## config.mk

```make
export PLATFORM = sky130hd
export DESIGN_NAME = pcache_top
export DESIGN_NICKNAME = d
export VERILOG_FILES = /design/src/rtl/pc_pkg.sv /design/src/rtl/pc_tag_match.sv /design/src/rtl/pc_victim.sv /design/src/rtl/pcache_top.sv
export SDC_FILE = /design/constraint.sdc
export NUM_CORES = 1
export LEC_CHECK = 0
export ABC_AREA = 1
export BUFFER_PORTS_ARGS = -buffer_cell sky130_fd_sc_hd__clkbuf_2
export CAP_MARGIN = 20
export CORE_MARGIN = 5
export CORE_UTILIZATION = 60
export DETAILED_ROUTE_END_ITERATION = 6
export PLACE_DENSITY_LB_ADDON = 0.2
export SYNTH_ARGS = -nofsm -noshare
export SYNTH_HDL_FRONTEND = slang
export SYNTH_SLANG_ARGS = --single-unit
```

## constraint.sdc

```tcl
create_clock -name clk -period 7 [get_ports clk]
set_input_delay 0.7 -clock clk [delete_from_list [all_inputs] [get_ports clk]]
set_output_delay 0.7 -clock clk [all_outputs]
set_load 0.1 [all_outputs]
```

## src/rtl/pc_pkg.sv

```systemverilog
package pc_pkg;
  typedef enum logic [2:0] {
    ST_IDLE,
    ST_LOOK,
    ST_WB,
    ST_FREQ,
    ST_FWAIT,
    ST_RESP
  } pc_state_e;
endpackage

```

## src/rtl/pc_tag_match.sv

```systemverilog
module pc_tag_match #(
  parameter int TAG_W = 10,
  parameter int WAYS  = 4,
  localparam int WAY_W = $clog2(WAYS)
) (
  input  logic [WAYS*TAG_W-1:0] row_tags,
  input  logic [WAYS-1:0]       row_vld,
  input  logic [TAG_W-1:0]      tag,
  output logic [WAYS-1:0]       hit_vec,
  output logic                  hit,
  output logic [WAY_W-1:0]      hit_way
);
  // every way of the set is compared, whatever region it belongs to
  always_comb begin
    hit_way = '0;
    for (int w = 0; w < WAYS; w++) begin
      hit_vec[w] = row_vld[w] && (row_tags[w*TAG_W +: TAG_W] == tag);
      if (hit_vec[w]) hit_way = WAY_W'(w);
    end
    hit = |hit_vec;
  end
endmodule

```

## src/rtl/pc_victim.sv

```systemverilog
module pc_victim #(
  parameter int WAYS      = 4,
  parameter int PROT_WAYS = 1,
  localparam int WAY_W = $clog2(WAYS)
) (
  input  logic             clk,
  input  logic             rst_n,
  input  logic [WAYS-1:0]  row_vld,
  input  logic             crit,
  input  logic             adv,
  input  logic             adv_crit,
  output logic [WAY_W-1:0] vic_way,
  output logic             vic_by_ptr
);
  localparam logic [WAY_W-1:0] PROT_LAST = WAY_W'(PROT_WAYS - 1);
  localparam logic [WAY_W-1:0] GEN_FIRST = WAY_W'(PROT_WAYS);
  localparam logic [WAY_W-1:0] GEN_LAST  = WAY_W'(WAYS - 1);

  logic [WAY_W-1:0] prot_ptr, gen_ptr;
  logic [WAY_W-1:0] free_way;
  logic             free_found;

  // lowest invalid way inside the chosen region
  always_comb begin
    free_way   = '0;
    free_found = 1'b0;
    for (int w = WAYS - 1; w >= 0; w--) begin
      if ((crit ? (w < PROT_WAYS) : (w >= PROT_WAYS)) && !row_vld[w]) begin
        free_way   = WAY_W'(w);
        free_found = 1'b1;
      end
    end
    vic_by_ptr = !free_found;
    vic_way    = free_found ? free_way : (crit ? prot_ptr : gen_ptr);
  end

  // one round-robin pointer per region, advanced only on replacement
  always_ff @(posedge clk) begin
    if (!rst_n) begin
      prot_ptr <= '0;
      gen_ptr  <= GEN_FIRST;
    end else if (adv) begin
      if (adv_crit) prot_ptr <= (prot_ptr == PROT_LAST) ? '0 : prot_ptr + 1'b1;
      else          gen_ptr  <= (gen_ptr == GEN_LAST) ? GEN_FIRST : gen_ptr + 1'b1;
    end
  end

  p_ptr_region_r8: assert property (@(posedge clk) disable iff (!rst_n)
    (int'(prot_ptr) < PROT_WAYS) && (int'(gen_ptr) >= PROT_WAYS));
endmodule

```

## src/rtl/pcache_top.sv

```systemverilog
module pcache_top
  import pc_pkg::*;
#(
  parameter int ADDR_W    = 12,
  parameter int DATA_W    = 32,
  parameter int SETS      = 4,
  parameter int WAYS      = 4,
  parameter int PROT_WAYS = 1   // 1 .. WAYS-1
) (
  input  logic              clk,
  input  logic              rst_n,
  input  logic              req_valid,
  output logic              req_ready,
  input  logic [ADDR_W-1:0] req_addr,
  input  logic              req_write,
  input  logic [DATA_W-1:0] req_wdata,
  input  logic              req_crit,
  output logic              rsp_valid,
  input  logic              rsp_ready,
  output logic              rsp_hit,
  output logic [DATA_W-1:0] rsp_data,
  output logic              wb_valid,
  input  logic              wb_ready,
  output logic [ADDR_W-1:0] wb_addr,
  output logic [DATA_W-1:0] wb_data,
  output logic              fill_req_valid,
  input  logic              fill_req_ready,
  output logic [ADDR_W-1:0] fill_req_addr,
  input  logic              fill_valid,
  output logic              fill_ready,
  input  logic [DATA_W-1:0] fill_data
);
  localparam int IDX_W = $clog2(SETS);
  localparam int TAG_W = ADDR_W - IDX_W;
  localparam int WAY_W = $clog2(WAYS);

  pc_state_e state;

  // captured request
  logic [ADDR_W-1:0] a_q;
  logic              wr_q, crit_q;
  logic [DATA_W-1:0] wd_q;
  logic [IDX_W-1:0]  idx;
  logic [TAG_W-1:0]  tg;
  assign idx = a_q[IDX_W-1:0];
  assign tg  = a_q[ADDR_W-1:IDX_W];

  // line storage
  logic [TAG_W-1:0]  tag_q [SETS][WAYS];
  logic [DATA_W-1:0] dat_q [SETS][WAYS];
  logic [WAYS-1:0]   vld_q [SETS];
  logic [WAYS-1:0]   dty_q [SETS];

  logic [WAYS*TAG_W-1:0] row_tags;
  always_comb begin
    for (int w = 0; w < WAYS; w++) row_tags[w*TAG_W +: TAG_W] = tag_q[idx][w];
  end

  logic [WAYS-1:0]  hit_vec;
  logic             hit;
  logic [WAY_W-1:0] hit_way;

  pc_tag_match #(.TAG_W(TAG_W), .WAYS(WAYS)) u_match (
    .row_tags(row_tags), .row_vld(vld_q[idx]), .tag(tg),
    .hit_vec(hit_vec), .hit(hit), .hit_way(hit_way)
  );

  logic [WAY_W-1:0] vic_way, vway_q;
  logic             vic_by_ptr, vptr_q;
  logic             install_en, hit_wr_en;
  logic [DATA_W-1:0] line_in;

  assign install_en = (state == ST_FWAIT) && fill_valid;
  assign hit_wr_en  = (state == ST_LOOK) && hit && wr_q;
  assign line_in    = wr_q ? wd_q : fill_data;

  pc_victim #(.WAYS(WAYS), .PROT_WAYS(PROT_WAYS)) u_victim (
    .clk(clk), .rst_n(rst_n), .row_vld(vld_q[idx]), .crit(crit_q),
    .adv(install_en && vptr_q), .adv_crit(crit_q),
    .vic_way(vic_way), .vic_by_ptr(vic_by_ptr)
  );

  logic [ADDR_W-1:0] wb_addr_q;
  logic [DATA_W-1:0] wb_data_q, rsp_data_q;
  logic              rsp_hit_q;

  // control path
  always_ff @(posedge clk) begin
    if (!rst_n) begin
      state     <= ST_IDLE;
      a_q       <= '0;
      wr_q      <= 1'b0;
      crit_q    <= 1'b0;
      wd_q      <= '0;
      vway_q    <= '0;
      vptr_q    <= 1'b0;
      wb_addr_q <= '0;
      wb_data_q <= '0;
      rsp_data_q <= '0;
      rsp_hit_q <= 1'b0;
    end else begin
      unique case (state)
        ST_IDLE: if (req_valid) begin
          a_q    <= req_addr;
          wr_q   <= req_write;
          wd_q   <= req_wdata;
          crit_q <= req_crit;
          state  <= ST_LOOK;
        end
        ST_LOOK: if (hit) begin
          rsp_hit_q  <= 1'b1;
          rsp_data_q <= wr_q ? wd_q : dat_q[idx][hit_way];
          state      <= ST_RESP;
        end else begin
          vway_q <= vic_way;
          vptr_q <= vic_by_ptr;
          if (vld_q[idx][vic_way] && dty_q[idx][vic_way]) begin
            wb_addr_q <= {tag_q[idx][vic_way], idx};
            wb_data_q <= dat_q[idx][vic_way];
            state     <= ST_WB;
          end else begin
            state <= ST_FREQ;
          end
        end
        ST_WB:    if (wb_ready) state <= ST_FREQ;
        ST_FREQ:  if (fill_req_ready) state <= ST_FWAIT;
        ST_FWAIT: if (fill_valid) begin
          rsp_hit_q  <= 1'b0;
          rsp_data_q <= line_in;
          state      <= ST_RESP;
        end
        ST_RESP:  if (rsp_ready) state <= ST_IDLE;
        default:  state <= ST_IDLE;
      endcase
    end
  end

  // valid and dirty bits
  always_ff @(posedge clk) begin
    if (!rst_n) begin
      for (int s = 0; s < SETS; s++) begin
        vld_q[s] <= '0;
        dty_q[s] <= '0;
      end
    end else begin
      if (hit_wr_en) dty_q[idx][hit_way] <= 1'b1;
      if (install_en) begin
        vld_q[idx][vway_q] <= 1'b1;
        dty_q[idx][vway_q] <= wr_q;
      end
    end
  end

  // tags and data carry no reset
  always_ff @(posedge clk) begin
    if (hit_wr_en) dat_q[idx][hit_way] <= wd_q;
    if (install_en) begin
      tag_q[idx][vway_q] <= tg;
      dat_q[idx][vway_q] <= line_in;
    end
  end

  assign req_ready      = (state == ST_IDLE);
  assign rsp_valid      = (state == ST_RESP);
  assign rsp_hit        = rsp_hit_q;
  assign rsp_data       = rsp_data_q;
  assign wb_valid       = (state == ST_WB);
  assign wb_addr        = wb_addr_q;
  assign wb_data        = wb_data_q;
  assign fill_req_valid = (state == ST_FREQ);
  assign fill_req_addr  = a_q;
  assign fill_ready     = (state == ST_FWAIT);

  p_unique_hit_r5: assert property (@(posedge clk) disable iff (!rst_n)
    (state == ST_LOOK) |-> $onehot0(hit_vec));
  p_hit_no_backend_r2: assert property (@(posedge clk) disable iff (!rst_n)
    (state == ST_LOOK && hit) |=> (!wb_valid && !fill_req_valid && rsp_valid));
  p_crit_in_prot_r6: assert property (@(posedge clk) disable iff (!rst_n)
    (install_en && crit_q) |-> (int'(vway_q) < PROT_WAYS));
  p_thr_in_general_r7: assert property (@(posedge clk) disable iff (!rst_n)
    (install_en && !crit_q) |-> (int'(vway_q) >= PROT_WAYS));
  p_wb_hold_r9: assert property (@(posedge clk) disable iff (!rst_n)
    (wb_valid && !wb_ready) |=> (wb_valid && $stable(wb_addr) && $stable(wb_data)));
  p_wb_then_fill_r9: assert property (@(posedge clk) disable iff (!rst_n)
    (wb_valid && wb_ready) |=> fill_req_valid);
  p_rsp_hold_r10: assert property (@(posedge clk) disable iff (!rst_n)
    (rsp_valid && !rsp_ready) |=> (rsp_valid && $stable(rsp_data) && $stable(rsp_hit)));
  p_fill_hold_r10: assert property (@(posedge clk) disable iff (!rst_n)
    (fill_req_valid && !fill_req_ready) |=> (fill_req_valid && $stable(fill_req_addr)));
endmodule

```

-- After elaboration in Yosys (flattened, before gate mapping)
Memory sizes are Yosys's and may differ from the RTL's. A register that Yosys moved wholly into a read port is not among the register bits.
Index checks and enable logic that the tools add are counted.
- bits in registers: 133
- RAM bits: 704
- input port bits: 85
- output and inout port bits: 94
- word-level logic and storage cells: 429
- memories: 4
- memory list (memory ; words ; width ; rd ports ; clocked after memory_dff ; write ports ; RTL line ; text):
    dat_q ; 4 ; 128 ; 1 ; 1 ; 1 ; pcache_top.sv:50 ; logic [DATA_W-1:0] dat_q [SETS][WAYS];
    tag_q ; 4 ; 40 ; 1 ; 1 ; 1 ; pcache_top.sv:49 ; logic [TAG_W-1:0] tag_q [SETS][WAYS];
    dty_q ; 4 ; 4 ; 1 ; 1 ; 4 ; pcache_top.sv:52 ; logic [WAYS-1:0] dty_q [SETS];
    vld_q ; 4 ; 4 ; 1 ; 1 ; 4 ; pcache_top.sv:51 ; logic [WAYS-1:0] vld_q [SETS];
- $add $sub $neg: 2
- $lt $le $gt $ge: 10
- eq/ne operators: 16
- multiplexer cells: 212
- bitwise logic cells: 137
- reduce and logical (&&, ||, !) cells: 35
- operators with widths (cell ; count):
    two-way mux 32 bit ; 10
    two-way mux 128 bit ; 2
    two-way mux 1 bit ; 151
    OR 1 bit ; 132
    binary-select mux 32 bit (select 2 bit) ; 2
    demux 32 bit (select 2 bit) ; 2
    one-hot mux 32 bit (2 select lines) ; 1
    == test 10 bit ; 4
    two-way mux 2 bit ; 20
    two-way mux 40 bit ; 1
    two-way mux 10 bit ; 3
    two-way mux 4 bit ; 6
    binary-select mux 10 bit (select 2 bit) ; 1
    demux 10 bit (select 2 bit) ; 1
    two-way mux 3 bit ; 6
    one-hot mux 3 bit (6 select lines) ; 1
    logical AND 1 bit ; 17
    OR reduction 4 bit ; 3
    greater-or-equal comparator 3 bit, second input constant ; 3
    less-than comparator 2 x 3 -> 1 bit, second input constant ; 3
    NOT 2 -> 3 bit ; 3
    AND reduction 2 bit ; 4
    == test 3 x 2 -> 1 bit, second input constant ; 2
    == test 3 bit, second input constant ; 2
    other kinds (17) ; 32

-- Longest topological paths before layout
- word-level depth: 13
- mapped depth: 24
- gate-level depth less buffers: 20

-- Hierarchy
Synthesis repeated with hierarchy kept, for this count alone.
- cell total of the unflattened synthesis: 3824
- area, all modules: 37288.3 um2
- by module, submodules not included (module ; times used ; cells each ; area an instance (um2) ; sequential area each (um2)):
    pcache_top ; 1 ; 3601 ; 36217.2 ; 23762.8
    pc_tag_match ; 1 ; 180 ; 804.5 ; 0.0
    pc_victim ; 1 ; 43 ; 266.5 ; 80.1

-- Least setup slack after synthesis
OpenSTA, ideal clock, no wires.
- path kind: register to register
- start: reg a_q[3], in the netlist fill_req_addr[3]
- end: mem dat_q[1][64] in the netlist's numbering (enable)
- setup time: 0.432 ns
- data arrival time: 3.915 ns
- data required time: 6.568 ns
- setup slack: 2.653 ns
- stages on the path, launching flop included: 12
- path buffers: 1
- clock period less this slack: 4.347 ns
- cell sequence: dfxtp_1 > inv_1 > nand2_1 > nand2_1 > nand2_1 > nor2_1 > nand3_1 > buf_2 > nand2_2 > inv_1 > nand4_1 > a21oi_1
- cells in the longest elaborated chain, start to end: 12
- elaborated cells on any way between the ends: 23
- those cells by class: 2 x order compare; 4 x eq/ne; 7 x mux; 2 x bitwise; 8 x reduce/logical
- ends and longest elaborated chain (element ; RTL line ; text):
    from (decl) ; pcache_top.sv:40 ; logic [ADDR_W-1:0] a_q;
    from (signal assigned) ; pcache_top.sv:104 ; a_q <= req_addr;
    == test 10 bit ; pc_tag_match.sv:17 ; hit_vec[w] = row_vld[w] && (row_tags[w*TAG_W +: TAG_W] == tag);
    logical AND 1 bit ; pc_tag_match.sv:17 ;
    two-way mux 1 bit ; pc_tag_match.sv:18 ; if (hit_vec[w]) hit_way = WAY_W'(w);
    two-way mux 2 bit (2 in a row) ; pc_tag_match.sv:18 ;
    NOT 2 -> 3 bit (not written as such) ; pcache_top.sv:156 ; if (hit_wr_en) dat_q[idx][hit_way] <= wd_q;
    greater-or-equal comparator 3 bit (not written as such) / less-than comparator 3 x 1 -> 1 bit (equally long branches) ; pcache_top.sv:156 ;
    logical AND 1 bit (not written as such) ; pcache_top.sv:156 ;
    two-way mux 32 bit (not written as such) ; pcache_top.sv:156 ;
    demux 32 bit (select 2 bit) ; pcache_top.sv:156 ;
    two-way mux 128 bit (not written as such) (*) ; pcache_top.sv:156 ;
    OR 1 bit (no line) (*) ; -- ;
    to (decl) ; pcache_top.sv:50 ;
Mark *: on every way between the ends. The rest lies on a longest branch, timed or not.

==> summary.md <==
| Metric | Value |
|---|---|
| Min-Delay Path Depth | `3` |
| Placed insts | `about 4.7k` |
| Adder-Cell Fraction of Synth Area | `0.0667%` |
| Clk_lat worst skew | `0.63 ns` |
| P&R area growth vs syn | `11.8%` |
| Mux contribution to synthesized area | `0%` |
| Setup Skew | `between 0.02 and 0.025 ns` |
| Buffers on Ports | `178` |
| CP Max Fanout | `142` |
| Die footprint | `67600 µm²` |
| # nets final | `4028` |
| HPWL after DPL | `68200 µm` |
| Switching Power | `7690 µW` |
| Gate power share | `approximately two fifths` |
| Starting Density | `about three fifths` |
| Setup TNS | `0 ns` |
| Final hold violation count | `0` |
| Post-CTS sizing | `0` |
| Initial antenna violation count | `0` |
| Post-synth cell types | `37` |
| Core area | `between 60000 and 70000 µm²` |
| RSZ-0062 raised after global routing | `no` |
| Max IR drop VDD | `~0.34 mV` |
| FP Rows | `91` |
| Post-synthesis simple-gate area fraction | `between 10% and 20%` |
| P_int | `10400 µW` |
| Post-CTS Setup Inserts | `0` |
| Worst Path Required | `7.32 ns` |
| Gp weighted congestion | `0.950` |
| WL/cell | `23.1 µm` |
| FF-to-FF setup slack | `about 1.9 ns` |
| Max-cap check violation count | `0` |
| CTS Hold Buffers Added | `0` |
| Ys flop type | `edfxtp_1` |
| CTS tree | `done` |
| CTS clk-pin slew, worst paths | `0.06 ns` |
| Crit path DAT | `~5.5 ns` |
| # setup viols final | `0` |
| Reg power frac | `34.7%` |
| Type of the worst min-delay path | `in2reg` |
| PwrDens | `between 400 and 500 nW/µm²` |
| Hold path start | `req_wdata[22]` |
| Antenna cells | `0` |
| Crit start category | `flop` |
| Hold EP | `wd_q[22]$_SDFFE_PN0P_` |
| Compound-cell area share of the yosys netlist | `12.1%` |
| Drt total wl | `~110000 µm` |
| Vias per Instance | `6.18` |
| Worst-margin pin slew | `1.16 ns` |
| Largest net degree at the start of global routing | `143` |
| Slew HR | `between 20% and 30%` |
| CTS sink count | `839` |
| Asr flop ratio synth | `0%` |
| CTS root buffer | `clkbuf_16` |
| Setup Crit Path Kind | `reg2reg` |
| Clock network power share | `26.3%` |
| Critical Path Sink Type | `flop` |
| First-pass GRT wire length | `167000 µm` |
| Vias | `around 30k` |
| DRC | `0` |
| Fin cells | `4848` |
| Crit share post-route | `73.4%` |
| First-pass iteration count of the detailed router | `6` |
| Longest Clk Path Bufs | `3` |
| Post-synthesis cell area | `37500 µm²` |
| Pins over their slew limit | `0` |
| Reg2reg path depth | `13` |
| CTS H-tree lvls | `3` |
| Post-synth EDFFs | `704` |
| Die width | `roughly 260 µm` |
| GRT Total Usage | `32.4%` |
| Synth Instances | `between 3k and 4k` |
| Synth area leader | `edfxtp_1` |
| Final ANT Viol Nets | `0` |
| Die height | `~260 µm` |
| Reg-to-reg endpoint | `dat_q[2][92]$_DFFE_PP_` |
| Total CTS buffers | `84` |
| Layout cells sized above 1 | `between 10% and 20%` |
| Share of the synthesized area in the top cell type | `56.4%` |
| Status | `finished clean` |
| Synthesized Nets | `3966` |
| Drt initial violations | `4203` |
| Fmax | `0.195 GHz` |
| Grt ovf | `0` |
| Largest family of logic cells by synthesized area | `simple AND/OR/NAND/NOR gates` |
| Top cells by area, synth | `edfxtp_1 56%, nand2_1 13%, dfxtp_1 7.2%, o21ai_0 4.5%, a21oi_1 3.9%` |
| Leak | `0.0162 µW` |
| Syn Area/Cell | `~9.7 µm²` |
| Register area share after synthesis | `~64%` |
| Yosys warning count | `0` |
| Synth Area in XOR/XNOR | `0.0467%` |
| Fill cells | `4674` |
| Switching Fraction | `42.6%` |
| Tmin final | `5.14 ns` |
| Yosys reg bits | `839` |
| Number of global-route vias before repair | `between 20k and 30k` |
| # IOs | `179` |
-- sequential cells by signal, indices dropped and copies added (netlist names), named ones only --
name,cells
dty_q,16
wb_data,32
rsp_hit,1
vptr_q,1
u_victim.prot_ptr,2
tag_q,160
crit_q,1
dat_q,512
fill_req_addr,12
vway_q,2
u_victim.gen_ptr,2
wd_q,32
wb_addr,12
vld_q,16
wr_q,1
state,3
rsp_data,32
-- per-layer routing --
| layer | vias up | track usage, % | wire, µm |
|---|---|---|---|
| met5 | - | 0 | 0 |
| met4 | 0 | 12.4 | 4580 |
| met3 | 326 | 7.41 | 14800 |
| met2 | 2008 | 49.8 | 50100 |
| met1 | 14100 | 45.7 | 42500 |
| li1 | 13500 | - | - |
-- final cells by class --
type                       count  area (µm²)  share of cell area [%]
multi-input combinational   2605       12000                    28.7
clock inverter                44         522                    1.24
timing repair buffer         235        1400                    3.34
clock buffer                 112        2400                    5.73
inverter                     176         676                    1.61
sequential                   839       23800                    56.9
tap                          837        1050                    2.50
-- cell usage after synthesis, drive strengths merged (2+ instances only) --
library cell,number
nand4,8
ha,2
nand2,1264
a32o,101
a21oi,291
o22ai,23
xor2,2
inv,175
nor3,17
a22oi,3
clkbuf,160
o211ai,10
o21ai,348
edfxtp,704
nand3,274
dfxtp,135
nor2,252
buf,99
a32oi,6
-- cells in the final DEF (no fill, tap or decap), types with 14 or more instances in the layout --
cell type / n
clkinv_2: 14
a32o_1: 101
a21oi_1: 287
edfxtp_1: 704
clkbuf_1: 14
nand3_1: 270
inv_1: 166
nand2_1: 1257
o21ai_0: 341
buf_4: 53
clkbuf_2: 177
clkbuf_16: 89
o22ai_1: 23
dfxtp_1: 132
nor2_1: 236
nor2_4: 16
-- critical path, cell delays in order (launching register included) --
cell and delay [ns]:
dfxtp_4 0.84, inv_8 0.45, nand2_1 0.18, nand3_1 0.12
nand2_1 0.17, nand2_1 0.06, nand2_1 0.07, nand3_1 0.06
nor2_1 0.18, nand3_2 0.49, nand2_1 0.34, nand4_1 0.51
a21oi_4 0.84, buf_12 0.28
-- how the worst max path moves through the flow --
stage                                          to
after global routing       dat_q[0][90]$_DFFE_PP_
after global placement    dat_q[2][106]$_DFFE_PP_
after floorplan            dat_q[1][64]$_DFFE_PP_
after CTS                  dat_q[0][91]$_DFFE_PP_
after detailed placement   dat_q[2][89]$_DFFE_PP_
final                      dat_q[2][92]$_DFFE_PP_
-- per-stage QoR --
step	worst slack (ns)	power (µW)	area [µm²]	util [%]	hold WS (ns)
4_1_cts	2.08	17900	41900	67.7	0.322
5_1_grt	1.52	18800	41900	67.8	0.370
3_3_place_gp	2.17	13100	38900	63.0	0.448
3_5_place_dp	2.10	13200	38900	63.0	0.454
6_report	1.86	18100	41900	67.8	0.351
2_1_floorplan	2.65	11200	37500	-	0.430
-- logic make-up after synthesis --
kind of cell / count (synthesis)
and+or+nand+nor: 1817
xor gates and xnor gates: 2
buffers and inverters: 435
adders and majority gates: 2
AOI/OAI and AO/OA: 784
DFF: 839
-- power groups by stage --
stage,registers (µW),clock network (µW),logic [µW]
5_1_grt,6300,4990,7480
2_1_floorplan,7620,0,3630
3_3_place_gp,6360,0,6770
6_report,6270,4760,7030
3_5_place_dp,6370,0,6830
4_1_cts,6270,4770,6870
Note: power is estimated with default switching activity, not from simulation.
